===== src/rtl/dip_pkg.sv =====
package dip_pkg;

  typedef enum logic [2:0] {
    ST_AWAKE   = 3'd0,
    ST_PD      = 3'd1,
    ST_PD_ASK  = 3'd2,
    ST_SR      = 3'd3,
    ST_SR_ASK  = 3'd4,
    ST_SR_WAKE = 3'd5,
    ST_PD_WAKE = 3'd6
  } pm_state_e;

  typedef struct packed {
    logic pd_enter;
    logic pd_exit;
    logic sr_enter;
    logic sr_exit;
  } pm_cmd_t;

endpackage


===== src/rtl/pm_idle_timer.sv =====
module pm_idle_timer #(
  parameter int CW = 24
) (
  input  logic          clk,
  input  logic          rst_n,
  input  logic          start_i,
  input  logic          run_i,
  output logic [CW-1:0] elapsed_o
);
  localparam logic [CW-1:0] EL_MAX = '1;

  logic [CW-1:0] el_q, el_d;
  logic          el_en;

  always_comb begin
    el_d  = el_q;
    el_en = 1'b0;
    if (start_i) begin
      el_d  = CW'(1);
      el_en = 1'b1;
    end else if (run_i && (el_q != EL_MAX)) begin
      el_d  = el_q + 1'b1;
      el_en = 1'b1;
    end
  end

  always_ff @(posedge clk or negedge rst_n) begin
    if (!rst_n)     el_q <= '0;
    else if (el_en) el_q <= el_d;
  end

  assign elapsed_o = el_q;


  el_step_chk: assert property (@(posedge clk) disable iff (!rst_n)
    (!start_i && run_i && el_q != EL_MAX) |=> (el_q == $past(el_q) + 1'b1));

endmodule


===== src/rtl/pm_wake_counter.sv =====
module pm_wake_counter #(
  parameter int EW = 10
) (
  input  logic          clk,
  input  logic          rst_n,
  input  logic          load_i,
  input  logic [EW-1:0] load_val_i,
  output logic          last_o
);
  logic [EW-1:0] cnt_q, cnt_d;
  logic          cnt_en;

  always_comb begin
    cnt_d  = cnt_q;
    cnt_en = 1'b0;
    if (load_i) begin
      cnt_d  = load_val_i;
      cnt_en = 1'b1;
    end else if (cnt_q != '0) begin
      cnt_d  = cnt_q - 1'b1;
      cnt_en = 1'b1;
    end
  end

  always_ff @(posedge clk or negedge rst_n) begin
    if (!rst_n)      cnt_q <= '0;
    else if (cnt_en) cnt_q <= cnt_d;
  end

  assign last_o = (cnt_q == EW'(1));


  wake_dec_chk: assert property (@(posedge clk) disable iff (!rst_n)
    (!load_i && cnt_q != '0) |=> (cnt_q == $past(cnt_q) - 1'b1));

endmodule


===== src/rtl/pm_penalty_counter.sv =====
module pm_penalty_counter #(
  parameter int PW = 32
) (
  input  logic          clk,
  input  logic          rst_n,
  input  logic          inc_i,
  output logic [PW-1:0] count_o
);
  localparam logic [PW-1:0] P_MAX = '1;

  logic [PW-1:0] pen_q, pen_d;
  logic          pen_en;

  always_comb begin
    pen_en = inc_i && (pen_q != P_MAX);
    pen_d  = pen_q + 1'b1;
  end

  always_ff @(posedge clk or negedge rst_n) begin
    if (!rst_n)      pen_q <= '0;
    else if (pen_en) pen_q <= pen_d;
  end

  assign count_o = pen_q;


  pen_step_chk: assert property (@(posedge clk) disable iff (!rst_n)
    (pen_q != $past(pen_q)) |-> (pen_q == $past(pen_q) + 1'b1 && $past(inc_i)));

endmodule


===== src/rtl/dram_idle_pm.sv =====
module dram_idle_pm #(
  parameter int SRT      = 3691,
  parameter int SR_EXIT  = 512,
  parameter int PD_EXIT  = 10,
  parameter int MAX_PRED = 64,
  parameter int CW       = 24,
  parameter int TW       = 16,
  parameter int PW       = 32
) (
  input  logic          clk,
  input  logic          rst_n,
  input  logic          idle_i,
  input  logic          req_i,
  input  logic [TW-1:0] timeout_i,
  output logic          pred_req_o,
  output logic [CW-1:0] pred_elapsed_o,
  input  logic          pred_ack_i,
  input  logic [CW-1:0] pred_cycles_i,
  output logic          pd_enter_o,
  output logic          pd_exit_o,
  output logic          sr_enter_o,
  output logic          sr_exit_o,
  output logic          ready_o,
  output logic [PW-1:0] penalty_o
);
  import dip_pkg::*;

  localparam int            WMAX   = (SR_EXIT > PD_EXIT) ? SR_EXIT : PD_EXIT;
  localparam int            EW     = $clog2(WMAX + 1);
  localparam int            NW     = $clog2(MAX_PRED + 1);
  localparam logic [CW:0]   SRT_X  = (CW+1)'(SRT);
  localparam logic [CW:0]   SRX_X  = (CW+1)'(SR_EXIT);
  localparam logic [CW-1:0] SRX_C  = CW'(SR_EXIT);
  localparam logic [EW-1:0] SRX_W  = EW'(SR_EXIT);
  localparam logic [EW-1:0] PDX_W  = EW'(PD_EXIT);
  localparam logic [NW-1:0] MAXP_W = NW'(MAX_PRED);

  // reset: asynchronous assertion, synchronous release
  logic rst_s1, rst_ns;
  always_ff @(posedge clk or negedge rst_n) begin
    if (!rst_n) begin
      rst_s1 <= 1'b0;
      rst_ns <= 1'b0;
    end else begin
      rst_s1 <= 1'b1;
      rst_ns <= rst_s1;
    end
  end

  pm_state_e       state_q, state_d;
  logic            tmo_q, tmo_d;
  logic [NW-1:0]   npred_q, npred_d;
  logic [CW-1:0]   xpt_q, xpt_d;
  pm_cmd_t         cmd_q, cmd_d;

  logic            t_start, w_load, w_last, go_srw, go_pdw;
  logic [EW-1:0]   w_val;
  logic [CW-1:0]   elapsed;
  logic            gain, tmo_hit, at_xpt, pen_inc;
  logic [CW-1:0]   xpt_new;

  pm_idle_timer #(.CW(CW)) u_timer (
    .clk       (clk),
    .rst_n     (rst_ns),
    .start_i   (t_start),
    .run_i     (state_q != ST_AWAKE),
    .elapsed_o (elapsed)
  );

  pm_wake_counter #(.EW(EW)) u_wake (
    .clk        (clk),
    .rst_n      (rst_ns),
    .load_i     (w_load),
    .load_val_i (w_val),
    .last_o     (w_last)
  );

  assign pen_inc = req_i && (state_q == ST_SR_WAKE || state_q == ST_PD_WAKE);

  pm_penalty_counter #(.PW(PW)) u_pen (
    .clk     (clk),
    .rst_n   (rst_ns),
    .inc_i   (pen_inc),
    .count_o (penalty_o)
  );

  // gain rule: long enough for self-refresh and room to place the exit
  always_comb begin
    gain    = ({1'b0, pred_cycles_i} >= SRT_X) &&
              ({1'b0, pred_cycles_i} > ({1'b0, elapsed} + SRX_X));
    xpt_new = pred_cycles_i - SRX_C;
    tmo_hit = elapsed >= CW'(timeout_i);
    at_xpt  = elapsed >= xpt_q;
  end

  always_comb begin
    state_d = state_q;
    tmo_d   = tmo_q;
    npred_d = npred_q;
    xpt_d   = xpt_q;
    cmd_d   = '0;
    t_start = 1'b0;
    go_srw  = 1'b0;
    go_pdw  = 1'b0;
    unique case (state_q)
      ST_AWAKE: begin
        if (!req_i && idle_i) begin
          t_start        = 1'b1;
          npred_d        = '0;
          cmd_d.pd_enter = 1'b1;
          if (timeout_i == '0) begin
            state_d = ST_PD_ASK;
            tmo_d   = 1'b0;
          end else begin
            state_d = ST_PD;
            tmo_d   = 1'b1;
          end
        end
      end
      ST_PD: begin
        if (req_i) go_pdw = 1'b1;
        else if (tmo_q && tmo_hit) begin
          state_d = ST_PD_ASK;
          tmo_d   = 1'b0;
        end
      end
      ST_PD_ASK: begin
        if (req_i) go_pdw = 1'b1;
        else if (pred_ack_i) begin
          npred_d = npred_q + 1'b1;
          if (gain) begin
            state_d        = ST_SR;
            xpt_d          = xpt_new;
            cmd_d.sr_enter = 1'b1;
          end else begin
            state_d = ST_PD;
          end
        end
      end
      ST_SR: begin
        if (req_i) go_srw = 1'b1;
        else if (at_xpt) begin
          if (npred_q < MAXP_W) state_d = ST_SR_ASK;
          else                  go_srw  = 1'b1;
        end
      end
      ST_SR_ASK: begin
        if (req_i) go_srw = 1'b1;
        else if (pred_ack_i) begin
          npred_d = npred_q + 1'b1;
          if (gain) begin
            state_d = ST_SR;
            xpt_d   = xpt_new;
          end else begin
            go_srw = 1'b1;
          end
        end
      end
      ST_SR_WAKE: begin
        if (w_last) begin
          if (req_i) state_d = ST_AWAKE;
          else begin
            state_d        = ST_PD;
            tmo_d          = 1'b0;
            cmd_d.pd_enter = 1'b1;
          end
        end
      end
      ST_PD_WAKE: begin
        if (w_last) state_d = ST_AWAKE;
      end
      default: state_d = ST_AWAKE;
    endcase
    if (go_srw) begin
      state_d       = ST_SR_WAKE;
      cmd_d.sr_exit = 1'b1;
    end
    if (go_pdw) begin
      state_d       = ST_PD_WAKE;
      cmd_d.pd_exit = 1'b1;
    end
  end

  always_comb begin
    w_load = go_srw || go_pdw;
    w_val  = go_srw ? SRX_W : PDX_W;
  end

  always_ff @(posedge clk or negedge rst_ns) begin
    if (!rst_ns) begin
      state_q <= ST_AWAKE;
      tmo_q   <= 1'b0;
      npred_q <= '0;
      xpt_q   <= '0;
      cmd_q   <= '0;
    end else begin
      state_q <= state_d;
      tmo_q   <= tmo_d;
      npred_q <= npred_d;
      xpt_q   <= xpt_d;
      cmd_q   <= cmd_d;
    end
  end

  assign ready_o        = (state_q == ST_AWAKE);
  assign pred_req_o     = (state_q == ST_PD_ASK) || (state_q == ST_SR_ASK);
  assign pred_elapsed_o = elapsed;
  assign pd_enter_o     = cmd_q.pd_enter;
  assign pd_exit_o      = cmd_q.pd_exit;
  assign sr_enter_o     = cmd_q.sr_enter;
  assign sr_exit_o      = cmd_q.sr_exit;


  cmd_onehot_chk: assert property (@(posedge clk) disable iff (!rst_ns)
    $onehot0({pd_enter_o, pd_exit_o, sr_enter_o, sr_exit_o}));


  sr_gain_chk: assert property (@(posedge clk) disable iff (!rst_ns)
    sr_enter_o |-> ($past(pred_ack_i) && ($past(pred_cycles_i) >= CW'(SRT))));


  entry_chk: assert property (@(posedge clk) disable iff (!rst_ns)
    (pd_enter_o && $past(ready_o)) |-> ($past(idle_i) && !$past(req_i)));


  ready_src_chk: assert property (@(posedge clk) disable iff (!rst_ns)
    $rose(ready_o) |-> ($past(state_q) == ST_SR_WAKE || $past(state_q) == ST_PD_WAKE));


  ask_sleep_chk: assert property (@(posedge clk) disable iff (!rst_ns)
    pred_req_o |-> !ready_o);


  pred_cap_chk: assert property (@(posedge clk) disable iff (!rst_ns)
    npred_q <= MAXP_W);

endmodule


===== config.mk =====
export PLATFORM = sky130hd
export DESIGN_NAME = dram_idle_pm
export DESIGN_NICKNAME = d
export VERILOG_FILES = /design/src/rtl/dip_pkg.sv /design/src/rtl/pm_idle_timer.sv /design/src/rtl/pm_wake_counter.sv /design/src/rtl/pm_penalty_counter.sv /design/src/rtl/dram_idle_pm.sv
export SDC_FILE = /design/constraint.sdc
export NUM_CORES = 1
export LEC_CHECK = 0
export ABC_CLOCK_PERIOD_IN_PS = 4500
export BUFFER_PORTS_ARGS = -buffer_cell sky130_fd_sc_hd__buf_2
export CORE_MARGIN = 2
export CORE_UTILIZATION = 55
export CTS_CLUSTER_DIAMETER = 30
export DETAILED_ROUTE_END_ITERATION = 6
export GPL_ROUTABILITY_DRIVEN = 1
export PLACE_DENSITY = 0.87
export SLEW_MARGIN = 20
export SYNTH_ARGS = -nofsm -noshare
export SYNTH_HDL_FRONTEND = slang
export SYNTH_SLANG_ARGS = --single-unit

===== constraint.sdc =====
create_clock -name clk -period 4.5 [get_ports clk]
set_clock_uncertainty 0.2 [all_clocks]
set_input_delay 0.675 -clock clk [delete_from_list [all_inputs] [get_ports clk]]
set_output_delay 0.675 -clock clk [all_outputs]
set_load 0.02 [all_outputs]

==> Word level (Yosys, flattened, before mapping) <==
Cells that the tools add are included.
{ "classes": {"shift": 0, "add_sub_neg": 6, "div": 0, "reduce_logical": 26, "n_mux": 59, "eq_ne": 29, "mul": 0, "n_lt_le_gt_ge": 5, "bitwise_logic": 1} }
{ "op_table": {"columns": ["cell", "n"], "rows": [
  ["24-bit 2-to-1 mux", 2],
  ["3-bit 2-to-1 mux", 15],
  ["4-bit inequality test (second input constant)", 10],
  ["32-bit by 1-bit adder with 32-bit output (second input constant)", 1],
  ["32-bit inequality test (second input constant)", 1],
  ["10-bit 2-to-1 mux", 3],
  ["1-bit 2-to-1 mux", 29],
  ["24-bit by 10-bit adder with 25-bit output (second input constant)", 1],
  ["24-bit by 25-bit > comparator with 1-bit output", 1],
  ["24-bit by 1-bit adder with 24-bit output (second input constant)", 1],
  ["24-bit by 12-bit greater-or-equal comparator with 1-bit output (second input constant)", 1],
  ["24-bit by 16-bit greater-or-equal comparator with 1-bit output", 1],
  ["24-bit greater-or-equal comparator", 1],
  ["24-bit inequality test (second input constant)", 1],
  ["24-bit by 10-bit subtractor with 24-bit output (second input constant)", 1],
  ["7-bit 2-to-1 mux", 3],
  ["3-bit one-hot mux with 7 select lines", 1],
  ["16-bit logical NOT", 1],
  ["7-bit one-hot mux with 2 select lines", 1],
  ["13-bit AND reduction", 1],
  ["10-bit by 1-bit == test with 1-bit output (second input constant)", 1],
  ["10-bit nonzero test", 1],
  ["10-bit by 1-bit subtractor with 10-bit output (second input constant)", 1],
  ["3-bit == test (second input constant)", 3],
  ["other kinds (22)", 44]
]} }
{ "word_totals": {"latch_bits": 0, "out_inout_bits": 62, "ramBits": 0, "romBits": 0, "reg_bits": 107, "in_bits": 45, "mem_count": 0} }

==> Depth between registers and ports, before layout <==
{ "logic_depth": {"ltp_word": 10, "mapped_depth": 16} }

==> By module <==
From an unflattened synthesis, not the netlist that was laid out.
{ "unflattened": {"hier_cells": 847, "area_unflattened_um2": 7648.6} }
{ "by_module_without_submodules": {"columns": ["mod", "cells_each", "area_each_um2", "instances"], "rows": [
  ["dram_idle_pm", 486, 3995.1, 1],
  ["pm_penalty_counter", 151, 1624.1, 1],
  ["pm_idle_timer", 137, 1373.8, 1],
  ["pm_wake_counter", 73, 655.6, 1]
]} }

==> Worst setup path after synthesis <==
OpenSTA, ideal clock, no wires.
{ "synth_timing": {"path_type": "flip-flop to flip-flop", "start": "reg u_timer.el_q[9], in the netlist u_timer.elapsed_o[9]", "end": "reg state_q[0]", "path_slack_ns": 0.861, "n_path_buf": 0, "arrival_time_ns": 3.312, "path_stages_with_launch": 16, "synth_period_minus_slack_ns": 3.639, "cell_sequence": "dfrtp_1 ha_1 nand2_1 nor3_1 nand2_1 nor2_1 xnor2_1 ha_1 nand3_1 nor4_1 inv_1 o211ai_1 a211oi_1 o31ai_2 a211oi_1 a311o_1"} }
{ "synth_via": {"elab_chain_cells": 9} }
{ "synth_rtl": {"columns": ["element", "line", "rtl"], "rows": [
  ["start, declared", "pm_idle_timer.sv:12", "logic [CW-1:0] el_q, el_d;"],
  ["start signal, assigned", "pm_idle_timer.sv:29", "else if (el_en) el_q <= el_d;"],
  ["24-bit by 10-bit adder with 25-bit output", "dram_idle_pm.sv:90", "({1'b0, pred_cycles_i} > ({1'b0, elapsed} + SRX_X));"],
  ["24-bit by 25-bit > comparator with 1-bit output", "dram_idle_pm.sv:90", null],
  ["1-bit logical AND", "dram_idle_pm.sv:89", "gain = ({1'b0, pred_cycles_i} >= SRT_X) &&"],
  ["1-bit 2-to-1 mux", "dram_idle_pm.sv:151", "if (gain) begin"],
  ["1-bit 2-to-1 mux", "dram_idle_pm.sv:149", "else if (pred_ack_i) begin"],
  ["1-bit 2-to-1 mux", "dram_idle_pm.sv:148", "if (req_i) go_srw = 1'b1;"],
  ["1-bit one-hot mux with 2 select lines", "dram_idle_pm.sv:105", "unique case (state_q)"],
  ["4-bit inequality test (no line) (tied with other cells)", null, null],
  ["13-bit AND reduction (no line) / 3-bit 2-to-1 mux (equally long branches)", null, null],
  ["end signal, assigned", "dram_idle_pm.sv:197", "state_q <= state_d;"],
  ["end, declared", "dram_idle_pm.sv:50", "pm_state_e state_q, state_d;"]
]} }
Parallel ways exist; a longest one is shown, timed or not.
A chain may end at the register's enable or synchronous reset.

==> Worst setup path in the final report <==
{ "layout_timing": {"start": "reg u_timer.el_q[9], in the netlist u_timer.elapsed_o[9]", "end": "reg xpt_q[2]"} }
{ "layout_via": {"elab_chain_cells": 4} }
{ "layout_rtl": {"columns": ["element", "line", "rtl"], "rows": [
  ["24-bit by 10-bit adder with 25-bit output", "dram_idle_pm.sv:90", null],
  ["24-bit by 25-bit > comparator with 1-bit output", "dram_idle_pm.sv:90", null],
  ["1-bit logical AND", "dram_idle_pm.sv:89", null],
  ["4-bit AND reduction (no line)", null, null],
  ["end signal, assigned", "dram_idle_pm.sv:200", "xpt_q <= xpt_d;"],
  ["end, declared", "dram_idle_pm.sv:53", "logic [CW-1:0] xpt_q, xpt_d;"]
]} }
No other way between the ends.

==> results.py <==
metrics = {
    "worst_setup_path": {
        "cp_slowest_cell": "dfrtp_1",
        "reg2reg_to": "xpt_q[2]",
        "crit_buf_inv": 1,
        "reg2reg_from": "u_timer.elapsed_o[9]",
        "cp_max_fo": 40,
        "arrival_ps": 4190,
        "start_kind": "register",
        "crit_family": "simple AND/OR/NAND/NOR gates",
        "path_cells": "ha_1 -> nand2_1 -> nor3_1 -> nand2_1 -> nor2_1 -> xnor2_1 -> ha_1 -> nand3_1 -> nor4_1 -> nand3_1 -> o311a_1 -> and2_1 -> nand2_1 -> buf_4 -> mux2_2",
        "regToRegSetupSlack_ps": 360,
        "crit_top_cell": "nand2_1",
        "r2r_cells": 15,
        "max_stage_delay_ps": 510,
        "worstPathRequired_ps": 4550,
        "critPathKind": "reg -> reg",
        "cp-end-kind": "register",
    },
    "sta": {
        "fin_crit_ps": 4140,
        "fmaxAchievable_ghz": 0.242,
        "final_hold_viol_count": 0,
        "rsz0062_at_grt": "no",
        "tightest_slew_ps": 1110,
        "setup_viol": 0,
        "slew_viol_final": 0,
        "setup_tns_ps": 0,
        "finalCritPeriodShare_pct": 91.9,
        "slew_headroom_pct": 25.8,
    },
    "yosys": {
        "yosys_register_bits": 107,
        "synth_seq_area_share_pct": 38.2,
        "synth_top_area_share_pct": 38.2,
        "synth_common_cells": "107 x dfrtp_1, 79 x nor2_1, 71 x ha_1",
        "synth_most_common_cell": "dfrtp_1",
        "synth_area_um2": 7010,
        "syn-mean-instance-area_um2": 8.97,
        "synth_cell_types": 63,
        "async_flop_share_pct": 100,
        "yosysWarnings": 0,
        "synthesis.instances": 782,
        "synth_edf_count": 0,
        "synth_largest_area_cell": "dfrtp_1",
        "ys_top_cells_by_area": "dfrtp_1 38%, ha_1 13%, xnor2_1 5.6%",
        "ys.flop_type": "dfrtp_1",
        "postSynthNetCount": 898,
    },
    "power": {
        "leakage_nw": 3.82,
        "ir_worst_vdd_uv": 395,
        "power.density_nw_per_um2": 263,
    },
    "die": {
        "std_cell_rows": 41,
        "die_area_um2": 13700,
        "die_h_um": 117,
        "core_area_um2": 12500,
        "die_w_um": 117,
        "floorplan.initialDensity_pct": 56.0,
        "pin_count": 107,
    },
    "clock_tree": {
        "cts_resized": 0,
        "cts_sinks": 107,
        "htree_levels": 3,
        "root_buffer": "clkbuf_16",
        "clk_latency_ps": 370,
        "post_cts_buffers": 0,
        "clk_path_buf_depth": 2,
        "cts_hold_buf": 1,
        "cts_tree": "yes",
        "cts_buffers": 9,
        "clkTransAtPathRegs_ps": 80,
    },
    "flow_run": {
        "max-cap-violations": 0,
    },
    "drt": {
        "num_vias": 6052,
        "viasPerCell": 5.71,
        "first_iter_violations": 454,
        "post_drt_wl_per_cell_um": 15.8,
        "ant_nets": 0,
        "first_pass_iters": 5,
        "wirelength_um": 16800,
        "drc": 0,
    },
    "global_route": {
        "grt_max_degree": 75,
        "antenna_found_initial": 0,
        "grt_pass1_wl_um": 27400,
        "overflow": 0,
        "grt_usage_pct": 25.9,
        "grt_pass1_vias": 5744,
    },
    "final_layout": {
        "areaGrowthSynthToFinish_pct": 14.3,
        "post-route-util_pct": 64.0,
        "drive_gt1_share_pct": 16.8,
        "insertedDiodeCount": 0,
        "fill_cells": 1079,
        "final_nets": 998,
    },
    "run_status": {
        "status": "completed",
    },
    "hold_path": {
        "hp-class": "reg -> reg",
        "holdPathEnd": "rst_ns",
        "holdCritStartpoint": "rst_s1",
        "holdPathStages": 0,
    },
    "placement": {
        "port_buffers": 106,
        "gp_congestion": 0.894,
        "hpwl_um": 12700,
    },
}
-- sequential cells by signal, indices dropped and copies added (netlist names) --
name and cells:
rst_ns 1, pd_exit_o 1, u_timer.elapsed_o 24, tmo_q 1, pd_enter_o 1, u_pen.count_o 32
state_q 3, npred_q 7, sr_enter_o 1, u_wake.cnt_q 10, sr_exit_o 1, rst_s1 1
xpt_q 24
-- worst max-delay path by stage --
| stage | slack, ps | depth (start not counted) | endpoint | startpoint |
|---|---|---|---|---|
| after floorplan | 860 | 15 | state_q[0] | u_timer.elapsed_o[9] |
| after global placement | 610 | 15 | xpt_q[6] | u_timer.elapsed_o[9] |
| after detailed placement | 480 | 15 | xpt_q[2] | u_timer.elapsed_o[9] |
| after CTS | 400 | 15 | xpt_q[2] | u_timer.elapsed_o[9] |
| after global routing | 50 | 15 | xpt_q[1] | u_timer.elapsed_o[9] |
| final | 360 | 15 | xpt_q[2] | u_timer.elapsed_o[9] |
-- where the power goes --
| part | switching [mW] | internal [mW] |
|---|---|---|
| Combinational | 0.148 | 0.0991 |
| Sequential | 0.0523 | 0.994 |
| Clock | 0.417 | 0.399 |
| Total | 0.618 | 1.49 |
-- per-layer routing --
layer,wire (um),track usage (%)
met1,7400,34.0
met2,7890,42.4
met3,1140,7.36
met4,325,6.98
met5,0,0
-- layout make-up --
cell class,instances,area [um^2],area share [%]
tap,172,215,2.68
multi-input combinational,590,4010,50.0
clock inverter,7,81.3,1.01
timing repair buffer,110,563,7.02
clock buffer,9,225,2.81
sequential,107,2680,33.4
inverter,64,240,3.00
-- logic make-up after synthesis --
logic type / synth area share, %
AND/OR/NAND/NOR: 20.8
AO/OA/AOI/OAI: 11.7
flip-flops: 38.2
buffers and inverters: 4.64
XOR/XNOR: 10.2
adder cells (fa/ha/maj): 12.7
multiplexers: 1.75
other: 0.0535
-- metrics by stage --
stage / total power [mW] / cells / hold WS [ps] / cell area, um^2 / setup slack [ps]
after floorplan: 1.20 / 782 / 131 / 7010 / 861
after global placement: 1.30 / 1042 / 136 / 7700 / 610
after detailed placement: 1.31 / 1042 / 139 / 7700 / 484
after CTS: 2.12 / 1059 / 159 / 8020 / 403
after global routing: 2.20 / 1059 / 171 / 8020 / 51.3
final: 2.11 / 1059 / 155 / 8020 / 364
-- layout by cell type (no fill, tap or decap), types with 3 or more instances in the layout --
cell,synthesis,final
o21ai_0,34,34
a21o_1,4,4
clkbuf_16,0,9
mux2_2,10,10
buf_4,0,3
inv_6,0,3
ha_1,71,71
nor2_1,79,79
nor3_1,31,31
a211oi_1,12,12
nor4_1,10,10
o31ai_1,3,3
nand2b_1,4,4
nand2_1,67,67
nor2b_1,7,7
and3_1,7,7
xnor2_1,45,45
inv_1,63,63
dfrtp_1,107,106
nand3_1,32,32
xor2_1,37,37
nand4_1,23,23
and4_1,5,5
buf_2,4,106
a21oi_1,42,42
a31oi_1,5,5
o211ai_1,5,5
or3_1,8,8
and2_1,8,8
Power figures use the tool's default switching activity.
